[src/rtl/quad_vote_mem.sv]
module quad_vote_mem #(
  parameter int AW = 8,
  parameter int DW = 32,
  parameter int GW = 4,
  parameter int RECENT = 4,
  parameter logic [GW-1:0] GRADE_RST = 4'd8
) (
  input  logic            clk,
  input  logic            rst_n,
  input  logic            req_valid,
  input  logic            req_write,
  input  logic [AW-1:0]   req_addr,
  input  logic [DW-1:0]   req_wdata,
  output logic            req_ready,
  output logic [DW-1:0]   req_rdata,
  output logic [4*GW-1:0] grade_o,
  output logic [AW-1:0]   mem_addr,
  output logic            mem_re,
  output logic [3:0]      mem_we,
  output logic [DW-1:0]   mem_wdata,
  input  logic [4*DW-1:0] mem_rdata
);
  localparam int NC = 4;
  localparam int PW = $clog2(RECENT);
  localparam logic [GW-1:0] GMAX = {GW{1'b1}};

  typedef enum logic [2:0] {S_IDLE, S_WR, S_RD, S_CHK, S_WB} state_t;
  state_t st;

  logic [AW-1:0] cur_addr;
  logic [DW-1:0] cur_wdata, fix_data, rdata_q;
  logic          op_wr, op_scrub, done_q;
  logic [NC-1:0] fix_mask;
  logic [GW-1:0] grade [NC];
  logic [AW-1:0] rec [RECENT];
  logic [RECENT-1:0] rec_v;
  logic [PW-1:0] sp;

  logic [DW-1:0] cp [NC];
  logic [NC-1:0] mism;
  logic [1:0]    worst;
  logic [DW-1:0] va, vb, vc, voted, ref_w;
  logic          hit, accept;
  logic [PW-1:0] hidx, shift_lim;

  for (genvar g = 0; g < NC; g++) begin : g_copy
    assign cp[g] = mem_rdata[g*DW +: DW];
    assign mism[g] = cp[g] != ref_w;
    assign grade_o[g*GW +: GW] = grade[g];
  end

  always_comb begin
    worst = 2'd0;
    for (int i = 1; i < NC; i++)
      if (grade[i] <= grade[worst]) worst = 2'(i);
  end

  always_comb begin
    case (worst)
      2'd0:    begin va = cp[1]; vb = cp[2]; vc = cp[3]; end
      2'd1:    begin va = cp[0]; vb = cp[2]; vc = cp[3]; end
      2'd2:    begin va = cp[0]; vb = cp[1]; vc = cp[3]; end
      default: begin va = cp[0]; vb = cp[1]; vc = cp[2]; end
    endcase
  end

  assign voted = (va & vb) | (va & vc) | (vb & vc);
  assign ref_w = op_wr ? cur_wdata : voted;

  always_comb begin
    hit  = 1'b0;
    hidx = '0;
    for (int i = 0; i < RECENT; i++)
      if (!hit && rec_v[i] && rec[i] == req_addr) begin
        hit  = 1'b1;
        hidx = PW'(i);
      end
  end

  assign shift_lim = hit ? hidx : PW'(RECENT - 1);
  assign accept    = (st == S_IDLE) && !done_q && req_valid;

  assign mem_addr  = cur_addr;
  assign mem_re    = (st == S_RD);
  assign mem_we    = (st == S_WR) ? 4'hF : (st == S_WB) ? fix_mask : 4'h0;
  assign mem_wdata = (st == S_WR) ? cur_wdata : fix_data;
  assign req_ready = done_q;
  assign req_rdata = rdata_q;

  always_ff @(posedge clk) begin
    if (!rst_n) begin
      st        <= S_IDLE;
      done_q    <= 1'b0;
      cur_addr  <= '0;
      cur_wdata <= '0;
      fix_data  <= '0;
      rdata_q   <= '0;
      fix_mask  <= '0;
      op_wr     <= 1'b0;
      op_scrub  <= 1'b0;
      rec_v     <= '0;
      sp        <= '0;
      for (int i = 0; i < NC; i++) grade[i] <= GRADE_RST;
      for (int i = 0; i < RECENT; i++) rec[i] <= '0;
    end else begin
      done_q <= 1'b0;
      case (st)
        S_IDLE: begin
          if (accept) begin
            cur_addr  <= req_addr;
            cur_wdata <= req_wdata;
            op_wr     <= req_write;
            op_scrub  <= 1'b0;
            st        <= req_write ? S_WR : S_RD;
            for (int i = RECENT - 1; i > 0; i--)
              if (PW'(i) <= shift_lim) begin
                rec[i]   <= rec[i-1];
                rec_v[i] <= rec_v[i-1];
              end
            rec[0]   <= req_addr;
            rec_v[0] <= 1'b1;
          end else if (!done_q && !req_valid) begin
            if (rec_v[sp]) begin
              cur_addr <= rec[sp];
              op_wr    <= 1'b0;
              op_scrub <= 1'b1;
              st       <= S_RD;
            end
            sp <= (sp == PW'(RECENT - 1)) ? '0 : sp + 1'b1;
          end
        end
        S_WR: st <= S_RD;
        S_RD: st <= S_CHK;
        S_CHK: begin
          fix_mask <= mism;
          fix_data <= ref_w;
          if (!op_scrub) rdata_q <= ref_w;
          for (int i = 0; i < NC; i++)
            if (mism[i]) begin
              if (grade[i] != '0) grade[i] <= grade[i] - 1'b1;
            end else begin
              if (grade[i] != GMAX) grade[i] <= grade[i] + 1'b1;
            end
          if (|mism) st <= S_WB;
          else begin
            st     <= S_IDLE;
            done_q <= !op_scrub;
          end
        end
        S_WB: begin
          st     <= S_IDLE;
          done_q <= !op_scrub;
        end
        default: st <= S_IDLE;
      endcase
    end
  end

  assert_ready_pulse_R10: assert property (@(posedge clk) disable iff (!rst_n)
    req_ready |=> !req_ready);

  assert_store_readback_R2: assert property (@(posedge clk) disable iff (!rst_n)
    (mem_we == 4'hF) |=> (mem_re && mem_addr == $past(mem_addr)));

  assert_repair_follows_R5: assert property (@(posedge clk) disable iff (!rst_n)
    (st == S_CHK && |mism) |=> (mem_we == $past(mism) && mem_wdata == $past(ref_w)));

  assert_scrub_holds_R9: assert property (@(posedge clk) disable iff (!rst_n)
    (req_valid && op_scrub && st == S_RD) |=> (mem_addr == $past(mem_addr) && !req_ready));

  for (genvar g = 0; g < NC; g++) begin : g_chk
    assert_grade_step_R6: assert property (@(posedge clk) disable iff (!rst_n)
      (grade[g] == $past(grade[g])) ||
      (grade[g] > $past(grade[g]) && grade[g] - $past(grade[g]) == 1) ||
      (grade[g] < $past(grade[g]) && $past(grade[g]) - grade[g] == 1));
  end
endmodule

[config.mk]
export PLATFORM = sky130hd
export DESIGN_NAME = quad_vote_mem
export DESIGN_NICKNAME = d
export VERILOG_FILES = /design/src/rtl/quad_vote_mem.sv
export SDC_FILE = /design/constraint.sdc
export NUM_CORES = 1
export LEC_CHECK = 0
export ABC_AREA = 0
export BUFFER_PORTS_ARGS = -buffer_cell sky130_fd_sc_hd__buf_4
export CAP_MARGIN = 10
export CORE_MARGIN = 10
export CORE_UTILIZATION = 47
export CTS_BUF_LIST = sky130_fd_sc_hd__clkbuf_4 sky130_fd_sc_hd__clkbuf_8 sky130_fd_sc_hd__clkbuf_16
export DETAILED_ROUTE_END_ITERATION = 10
export PLACE_DENSITY_LB_ADDON = 0.08
export SLEW_MARGIN = 20
export SYNTH_ARGS = -nofsm -noshare
export SYNTH_HDL_FRONTEND = slang
export SYNTH_SLANG_ARGS = --single-unit
[constraint.sdc]
create_clock -name clk -period 7.82 [get_ports clk]
set_input_delay 1.955 -clock clk [delete_from_list [all_inputs] [get_ports clk]]
set_output_delay 1.955 -clock clk [all_outputs]
set_load 0.02 [all_outputs]
Yosys cells after proc, flatten, opt, wreduce, memory -nomap -nowiden
Memory sizes are Yosys's and may differ from the RTL's. A register that Yosys moved wholly into a read port is not among the register bits.
Cells that the tools add are included.
Widths: inputs -> output; s select.
{"block": "op_classes", "div_mod_pow": 0, "n_reduce_logical": 35, "shift": 0, "multipliers": 0, "mux": 112, "order_cmp": 7, "add_sub_neg": 9, "n_bitwise": 19, "n_eq_ne": 21}
{"operator": "$mux 32", "count": 5}
{"operator": "$ne 32x32->1", "count": 4}
{"operator": "$and 32x32->32", "count": 3}
{"operator": "$mux 1", "count": 74}
{"operator": "$or 32x32->32", "count": 2}
{"operator": "$mux 8", "count": 7}
{"operator": "$mux 4", "count": 10}
{"operator": "$eq 8x8->1", "count": 4}
{"operator": "$mux 2", "count": 9}
{"operator": "$add 4x1->4 const B", "count": 4}
{"operator": "$ne 4x4->1 const B", "count": 4}
{"operator": "$reduce_bool 4->1", "count": 4}
{"operator": "$sub 4x1->4 const B", "count": 4}
{"operator": "$reduce_and 3->1", "count": 5}
{"operator": "$le 4x4->1", "count": 3}
{"operator": "$mux 3", "count": 4}
{"operator": "$or 1x1->1", "count": 12}
{"operator": "$pmux 3 s4", "count": 1}
{"operator": "$logic_and 1x1->1", "count": 10}
{"operator": "$eq 3x2->1 const B", "count": 2}
{"operator": "$logic_not 1->1", "count": 6}
{"operator": "$ne 3x2->1 const B", "count": 2}
{"operator": "$reduce_and 2->1", "count": 3}
{"operator": "$eq 2x2->1 const B", "count": 2}
{"operator": "16 further kinds", "count": 19}
{"block": "word_totals", "rom_bits": 0, "out_inout_bits": 94, "latchBits": 0, "wordCells": 219, "ff_bits": 120, "mem_bits_rw": 48, "input_bits": 172, "mem_count": 2}
{"name": "rec", "words": 4, "word_bits": 8, "rd": 5, "rd_ports_with_merged_regs": 1, "write_ports": 4, "line": "35", "rtl": "logic [AW-1:0] rec [RECENT];"}
{"name": "grade", "words": 4, "word_bits": 4, "rd": 6, "rd_ports_with_merged_regs": 0, "write_ports": 4, "line": "34", "rtl": "logic [GW-1:0] grade [NC];"}

Logic depth before layout (Yosys ltp)
Gate-level depths: netlist of run 1.
An unclocked memory read counts as a cell.
{"block": "depth", "ltp_word": 24, "ltp_mapped": 38, "depth_no_buf": 32}

Worst setup path after synthesis of run 1
OpenSTA, ideal clock, no wires.
{"block": "synth_path", "kind": "register to register", "from": "memory grade[1][3]", "to": "memory grade[1][3], data pin", "period_less_slack_ns": 7.276, "n_path_buf": 5, "path_stages_with_launch": 35, "setup_slack_ns": 0.544, "arrival_ns": 7.138, "setup_ns": 0.138, "t_required_ns": 7.682, "cell_sequence": "edfxtp_1 -> ha_1 -> nand3_1 -> o22ai_1 -> o22a_1 -> buf_2 -> mux2i_1 -> ha_1 -> nor2b_1 -> o211a_1 -> o21ai_2 -> clkbuf_1 -> buf_2 -> nor2_1 -> a21oi_1 -> ha_1 -> and2b_1 -> o211ai_2 -> buf_6 -> buf_4 -> a32o_1 -> o31ai_1 -> a21oi_1 -> nor3b_1 -> or4_1 -> nor4_1 -> nand4_1 -> nor2_2 -> nand3_1 -> ha_1 -> a21o_1 -> a21oi_1 -> nor3_1 -> mux2_1 -> nor2_1"}
{"item": "from (decl)", "line": "34"}

==> results.md, run 1 <==
* Result of the run: completed
* Total number of vias at 14550
* Cell family with the largest share of critical-path delay: compound AO/OA/AOI/OAI gates
* Actual transition at the worst max-transition pin at 1126 ps
* Post-CTS clock slew at the launch and capture registers of the worst setup and hold paths at 80 ps
* Clk_lat worst skew at 440 ps
* Number of H-tree levels at 4
* CP Launch Type: flop
* Cell types with the largest area share after synthesis: sky130_fd_sc_hd__dfxtp_1 (18%), sky130_fd_sc_hd__edfxtp_1 (11%), sky130_fd_sc_hd__a211oi_1 (7.2%)
* Most frequent cell on the critical path: sky130_fd_sc_hd__ha_1
* Proportion of register bits with asynchronous set or reset after synthesis at 0
* Worst reg2reg startpoint: grade[0][3]
* CTS tree: built
* FF-to-FF path depth at 32
* Count of warnings emitted by yosys at 0
* Leakage power of the design at 6.788 nW
* Number of buffer and inverter instances along the worst setup path at 3
* Remaining global-route overflow at 0
* Power, Total at 4.895 mW
* Leading register cell type out of synthesis: sky130_fd_sc_hd__dfxtp_1
* Yosys reg bits at 170
* Proportion of netlist area held by the largest area contributor at 0.1803
* Average cell area after synthesis at 8.270 µm²
* Area share of and/or/nand/nor cells after synthesis at 0.1668
* Number of cell rows at 62
* Initial antenna violation count at 0
* CP Depth at 32
* Leading area contributor after synthesis: sky130_fd_sc_hd__dfxtp_1
* Capture endpoint of the worst hold path: cur_wdata[27]
* Wirelength per Cell at 24.87 µm
* Arrival time at the worst endpoint at 7790 ps
* Starting Density at 0.4745
* TritonRoute pass-1 iters at 6
* Multiplexer share of the synthesized area at 0.05135
* Max_slew headroom at 0.2494
* Proportion of synthesized chip area in sequential cells at 0.2867
* Pre-CTS setup slack at -210.5 ps
* RD Place Congestion at 1.018
* Endpoint of the most critical register-to-register path: grade[2][3]
* Number of top-level pins at 266
* Post-route minimum period at 7472 ps
* Fmax achieved at 0.1338 GHz
* Overall Global Routing Usage at 0.2994
* Aggregate negative setup slack at 0 ps
* Distinct cell type count after synthesis at 64
* Horizontal die dimension at 189.8 µm
* Number of nets in the layout at 2080
* Clock skew after layout at 16.15 ps
* Fin Hold WS at 469.5 ps
* Crit Path Max Fanout at 12
* Via-to-Cell Ratio at 6.379
* Startpoint of the tightest hold check path: cur_wdata[27]
* Count of pins over their slew limit at 0
* TritonCTS buffer count at 17
* Most numerous cell types in the synthesized netlist: sky130_fd_sc_hd__nand2_1 (165), sky130_fd_sc_hd__nor2_1 (139), sky130_fd_sc_hd__a211oi_1 (130), sky130_fd_sc_hd__dfxtp_1 (122), sky130_fd_sc_hd__xnor2_1 (102)
* Kind of end point of the critical path: flop
* Max stage delay cell, worst path: sky130_fd_sc_hd__a221oi_1
* Final ANT Viol Nets at 0
* Post-route worst setup slack at 347.9 ps
* Half-perimeter wire length of the detailed placement result at 41.72 mm
* Maximum clock insertion buffer count at 2
* Largest stage delay on the critical path at 560 ps
* Required time at the worst-slack endpoint at 8140 ps
* Die Area at 36010 µm²
* Largest family of logic cells by synthesized area: compound AO/OA/AOI/OAI gates
* Vias in the first global route at 13850
* Area of the core region at 28550 µm²
* Number of remaining DRC errors at 0
* Cells on Worst Hold Path at 2
* Minimum setup slack among reg-to-reg paths at 350 ps
* Category of the critical setup timing path: flop to flop
* Final critical-path share of the clock period at 0.9555
* Max-cap viol count at 0
* Ratio of cells with drive above 1 in the final layout at 0.2773
* Die H at 189.8 µm
* Number of input and output port buffers inserted at 265
* Largest net degree at the start of global routing at 105
* Xor and xnor area share after synthesis at 0.07435
* PwrDens at 286.3 nW/µm²
* Cell count after synthesis at 1638
* Total nets after synthesis at 1834
* Number of filler cells placed in the layout at 2590
* Antenna diode count at 0
* Worst min-delay path class: flop to flop
* Number of synthesized flops with an enable pin at 48
* Share of the synthesized area in compound gates (AO/OA/AOI/OAI) at 0.3333
* Worst-case vdd ir drop at 0.1774 mV
* Area growth from synthesis to layout at 26.21%
* Global-route wire length before repair at 84.55 mm
* Clock net sink count at 170
* Fraction of the mapped netlist area in adder cells at 0.02383
* Clock root buffer: sky130_fd_sc_hd__clkbuf_16
* Hold violation count in the final report at 0
* Final number of setup-violating endpoints at 0
* Most used standard cell by instance count after synthesis: sky130_fd_sc_hd__nand2_1
* Aggregate routed wire length at 56.74 mm
* Number of DRC markers in iteration 0 at 1687
* Post-synthesis cell area at 13550 µm²
[worst reg2reg max path: cells and delay by family, from the launching register on]
kind | cells | cell delay (ps)
multiplexers | 1 | 280
AND/OR/NAND/NOR | 10 | 1780
adder cells (fa/ha/maj) | 4 | 1280
AO/OA/AOI/OAI | 13 | 2800
XOR/XNOR | 1 | 200
buffers and inverters | 3 | 590
flip-flops | 1 | 410
[power by group]
| part | switching, mW | total [mW] | internal [mW] |
|---|---|---|---|
| sequential | 0.0763 | 1.06 | 0.986 |
| combinational | 1.84 | 2.98 | 1.14 |
| clock | 0.403 | 0.849 | 0.446 |
| total | 2.32 | 4.89 | 2.57 |
[cells by family after synthesis]
family	count (synthesis)
compound gates	587
simple gates	485
buf+inv	203
flops	170
xor+xnor	115
mux	54
fa+ha+maj	24
[flip-flops by register name (all words and copies together) (netlist names), named ones only]
name	count
req_rdata	32
rec_v	4
mem_addr	8
cur_wdata	32
fix_data	32
op_scrub	1
rec	32
grade	16
op_wr	1
st	3
fix_mask	4
req_ready	1
sp	2
[placed cells by master, fill, tap and decap left out, drive strengths merged, types with 48 or more instances in the layout]
| cell type | instances |
|---|---|
| a211oi | 133 |
| a21oi | 104 |
| a221oi | 61 |
| buf | 349 |
| dfxtp | 122 |
| edfxtp | 48 |
| inv | 88 |
| nand2 | 165 |
| nor2 | 144 |
| nor3 | 48 |
| o21ai | 77 |
| xnor2 | 102 |
[through the flow]
stage	std cells	util	cell area, µm²
2_1_floorplan	1638	-	13550
3_3_place_gp	2220	0.5600	15990
3_5_place_dp	2220	0.5600	15990
6_report	2281	0.5989	17100
5_1_grt	2281	0.5989	17100
4_1_cts	2252	0.5815	16600
[per-layer routing]
layer  vias up  global-route usage  wire length, µm
met5         -                   0                0
met4         0              0.1511             2924
met3       138             0.06463             5610
met2       840              0.4825            26420
li1       6664                   -                -
met1      6908              0.3713            21780
[worst max-delay path by stage]
stage                           start     endpoint
after detailed placement  grade[0][3]  grade[1][3]
after CTS                 grade[0][3]  grade[2][3]
after floorplan           grade[1][3]  grade[1][3]
after global routing      grade[0][3]  grade[2][3]
after global placement    grade[0][3]  grade[1][3]
final                     grade[0][3]  grade[2][3]
[what timing repair did]
action / in CTS / in global routing
cloned: 0 / 1
endpoints found under the hold margin: 0 / 0
setup buffers: 0 / 28
hold buffers: 0 / 0
setup endpoints to repair: 2 / 10
gates resized for setup: 3 / 37
pin swaps: 0 / 15
[cell type report]
type,count,area (µm²),area share
Multi-Input combinational cell,1265,9080,0.5311
Sequential cell,170,3887,0.2274
Timing Repair Buffer,350,2753,0.1610
Tap cell,384,480.5,0.02810
Clock buffer,18,450.4,0.02634
Inverter,80,301.5,0.01764
Clock inverter,14,145.1,0.008489
No activity file was read; power rests on OpenSTA's default activity.
==> run 2: changes to the inputs <==
--- a/config.mk
+++ b/config.mk
@@ -12,6 +12,7 @@
 export CORE_UTILIZATION = 47
 export CTS_BUF_LIST = sky130_fd_sc_hd__clkbuf_4 sky130_fd_sc_hd__clkbuf_8 sky130_fd_sc_hd__clkbuf_16
 export DETAILED_ROUTE_END_ITERATION = 10
+export MAX_ROUTING_LAYER = met4
 export PLACE_DENSITY_LB_ADDON = 0.08
 export SLEW_MARGIN = 20
 export SYNTH_ARGS = -nofsm -noshare
==> run 2 against run 1 <==
Against the previous run: clock skew shrank 0.58 ps; routed wire length rose by 1.0%; register-to-register slack improved by 90 ps; critical endpoint is now grade[0][3].
==> results.md, run 2 (synthesis results as in run 1) <==
* Required time at the worst-slack endpoint at 8030 ps (-110 ps)
* Count of pins over their slew limit at 0 (unchanged)
* TritonCTS buffer count at 17 (unchanged)
* Post-layout utilization of the core at 0.5998 (+0.0009200)
* Aggregate negative setup slack at 0 ps (unchanged)
* Final number of setup-violating endpoints at 0 (unchanged)
* Share of total power in the clock network at 0.174 (about the same)
* Switching share of total power at 0.4816 (+0.006799)
* Capture endpoint of the worst hold path: cur_wdata[21]
* Max stage delay cell, worst path: sky130_fd_sc_hd__edfxtp_1
* Clock skew after layout at 15.57 ps (-0.5786 ps)
* Final cell area excluding filler cells at 17120 µm² (+0.15%)
* Number of cell rows at 62 (unchanged)
* Initial antenna violation count at 0 (unchanged)
* Clock root buffer: sky130_fd_sc_hd__clkbuf_16
* Number of nets in the layout at 2068 (-0.58%)
* Largest stage delay on the critical path at 400 ps (-160 ps)
* Worst-case vdd ir drop at 0.1990 mV (+12%)
* Via-to-Cell Ratio at 6.352 (-0.42%)
* CTS tree: built
* Die H at 189.8 µm (unchanged)
* Arrival time at the worst endpoint at 7600 ps (-190 ps)
* Max-cap viol count at 0 (unchanged)
* Number of top-level pins at 266 (unchanged)
* Horizontal die dimension at 189.8 µm (unchanged)
* Actual transition at the worst max-transition pin at 881.8 ps (-244.1 ps)
* PwrDens at 286.4 nW/µm² (about the same)
* Final critical-path share of the clock period at 0.9445 (-0.01103)
* Area of the multi-input gates at 9220 µm² (+1.5%)
* Remaining global-route overflow at 0 (unchanged)
* Sequential cell fraction of total power at 0.216 (about the same)
* Vias in the first global route at 13880 (+0.22%)
* Global-route wire length before repair at 84.99 mm (+0.52%)
* Antenna diode count at 0 (unchanged)
* Number of remaining DRC errors at 0 (unchanged)
* Power spent charging and discharging nets at 2.362 mW (+1.6%)
* Clk_lat worst skew at 450 ps (about the same)
* Category of the critical setup timing path: flop to flop
* Leakage power of the design at 6.723 nW (-0.95%)
* Total number of vias at 14410 (-0.94%)
* Crit Path Max Fanout at 18 (+6)
* Number of input and output port buffers inserted at 265 (unchanged)
* Number of DRC markers in iteration 0 at 1449 (-14%)
* Cell internal pwr at 2.543 mW (-1.1%)
* Aggregate routed wire length at 57.33 mm (+1.0%)
* Minimum setup slack among reg-to-reg paths at 430 ps (+90 ps)
* Maximum clock insertion buffer count at 2 (unchanged)
* Worst reg2reg startpoint: grade[0][3]
* Ratio of cells with drive above 1 in the final layout at 0.2838 (+0.006540)
* Final ANT Viol Nets at 0 (unchanged)
* Result of the run: completed
* Startpoint of the tightest hold check path: cur_wdata[21]
* Wirelength per Cell at 25.26 µm (+1.6%)
* Max_slew headroom at 0.4076 (+0.1582)
* Area growth from synthesis to layout at 26.41%
* Endpoint of the most critical register-to-register path: grade[0][3]
* Post-CTS clock slew at the launch and capture registers of the worst setup and hold paths at 80 ps (about the same)
* Hold violation count in the final report at 0 (unchanged)
* Highest-count cells in the layout ignoring fill and taps: sky130_fd_sc_hd__buf_4 (328), sky130_fd_sc_hd__nand2_1 (165), sky130_fd_sc_hd__nor2_1 (136)
* Area after DPL at 15960 µm² (-0.15%)
* RD Place Congestion at 1.026 (+0.80%)
* TritonRoute pass-1 iters at 6 (unchanged)
* Cts hold-fix bufs at 0 (unchanged)
* CP Launch Type: flop
* Cells on Worst Hold Path at 2 (unchanged)
* Post-route minimum period at 7386 ps (-86.28 ps)
* Fmax achieved at 0.1354 GHz (+1.2%)
* Number of H-tree levels at 4 (unchanged)
* Most common cell after layout, fill and taps aside: sky130_fd_sc_hd__buf_4
* Half-perimeter wire length of the detailed placement result at 42.30 mm (+1.4%)
* Sequential cell area at 3887 µm² (unchanged)
* Combinational group share of total power at 0.610 (about the same)
* Area of the core region at 28550 µm² (unchanged)
* Largest net degree at the start of global routing at 75 (-29%)
* Overall Global Routing Usage at 0.3120 (+0.01266)
* Number of filler cells placed in the layout at 2655 (+2.5%)
* Kind of end point of the critical path: flop
* Worst min-delay path class: flop to flop
* FF-to-FF path depth at 33 (+3.1%)
* Starting Density at 0.4745 (unchanged)
* Die Area at 36010 µm² (unchanged)
* Clock net sink count at 170 (unchanged)
-- run 2: cell count changes in the layout (fill, tap and decap cells not counted), sizes merged --
| cell | before | now |
|---|---|---|
| buf | 349 | 338 |
| clkbuf | 19 | 17 |
| clkinv | 6 | 7 |
| clkinvlp | 0 | 2 |
| inv | 88 | 86 |
-- run 2: worst max path at each step --
stage,startpoint,endpoint,cells after the start
2_1_floorplan,grade[1][3],grade[1][3],34
3_3_place_gp,grade[0][2],grade[0][3],32
3_5_place_dp,grade[0][2],grade[0][3],32
4_1_cts,grade[0][2],grade[1][3],31
5_1_grt,grade[0][3],grade[1][3],33
6_report,grade[0][3],grade[0][3],33
-- run 2: final cells by class --
class	count	area share
Timing Repair Buffer	338	0.1536
Inverter	80	0.01761
Clock inverter	15	0.01045
Tap cell	384	0.02806
Sequential cell	170	0.2270
Clock buffer	17	0.02484
Multi-Input combinational cell	1265	0.5384
-- run 2: routing by layer --
layer / vias to the layer above / part of all wire / routed length (µm) / global-route usage
li1: 6628 / - / - / -
met1: 6889 / 0.41 / 23410 / 0.3889
met2: 778 / 0.46 / 26370 / 0.4816
met3: 118 / 0.084 / 4832 / 0.05492
met4: 0 / 0.047 / 2713 / 0.1514
met5: - / 0 / 0 / -
-- run 2: power by group through the flow --
stage,Sequential [mW],Combinational [mW],Clock (mW)
finish,1.06,2.99,0.855
global route,1.07,3.15,0.902
CTS,1.06,2.74,0.869
detailed placement,1.08,2.71,0
global placement,1.07,2.71,0
floorplan,1.07,1.82,0
-- run 2: timing repair --
action	in CTS	in global routing
setup endpoints to repair	3	7
resized for setup	4	64
gates cloned	0	1
pin swaps	1	17
setup buffers	2	18
-- run 2: stage by stage --
step | hold WS, ps | instances | power (mW) | setup WS, ps
final | 468.0 | 2269 | 4.905 | 434.2
after floorplan | 436.5 | 1638 | 2.885 | 544.2
after global routing | 493.4 | 2269 | 5.116 | -8.564
after global placement | 456.4 | 2216 | 3.783 | 20.19
after detailed placement | 462.4 | 2216 | 3.783 | -168.1
after CTS | 472.5 | 2250 | 4.660 | 18.48
-- run 2: worst max-delay path: cells and delay by family, from the launching register on --
kind	cells	cell delay, ps
buffers and inverters	5	700
AND/OR/NAND/NOR	10	1910
flip-flops	1	400
XOR/XNOR	2	390
multiplexers	1	230
adder cells (fa/ha/maj)	4	1250
AO/OA/AOI/OAI	11	2230
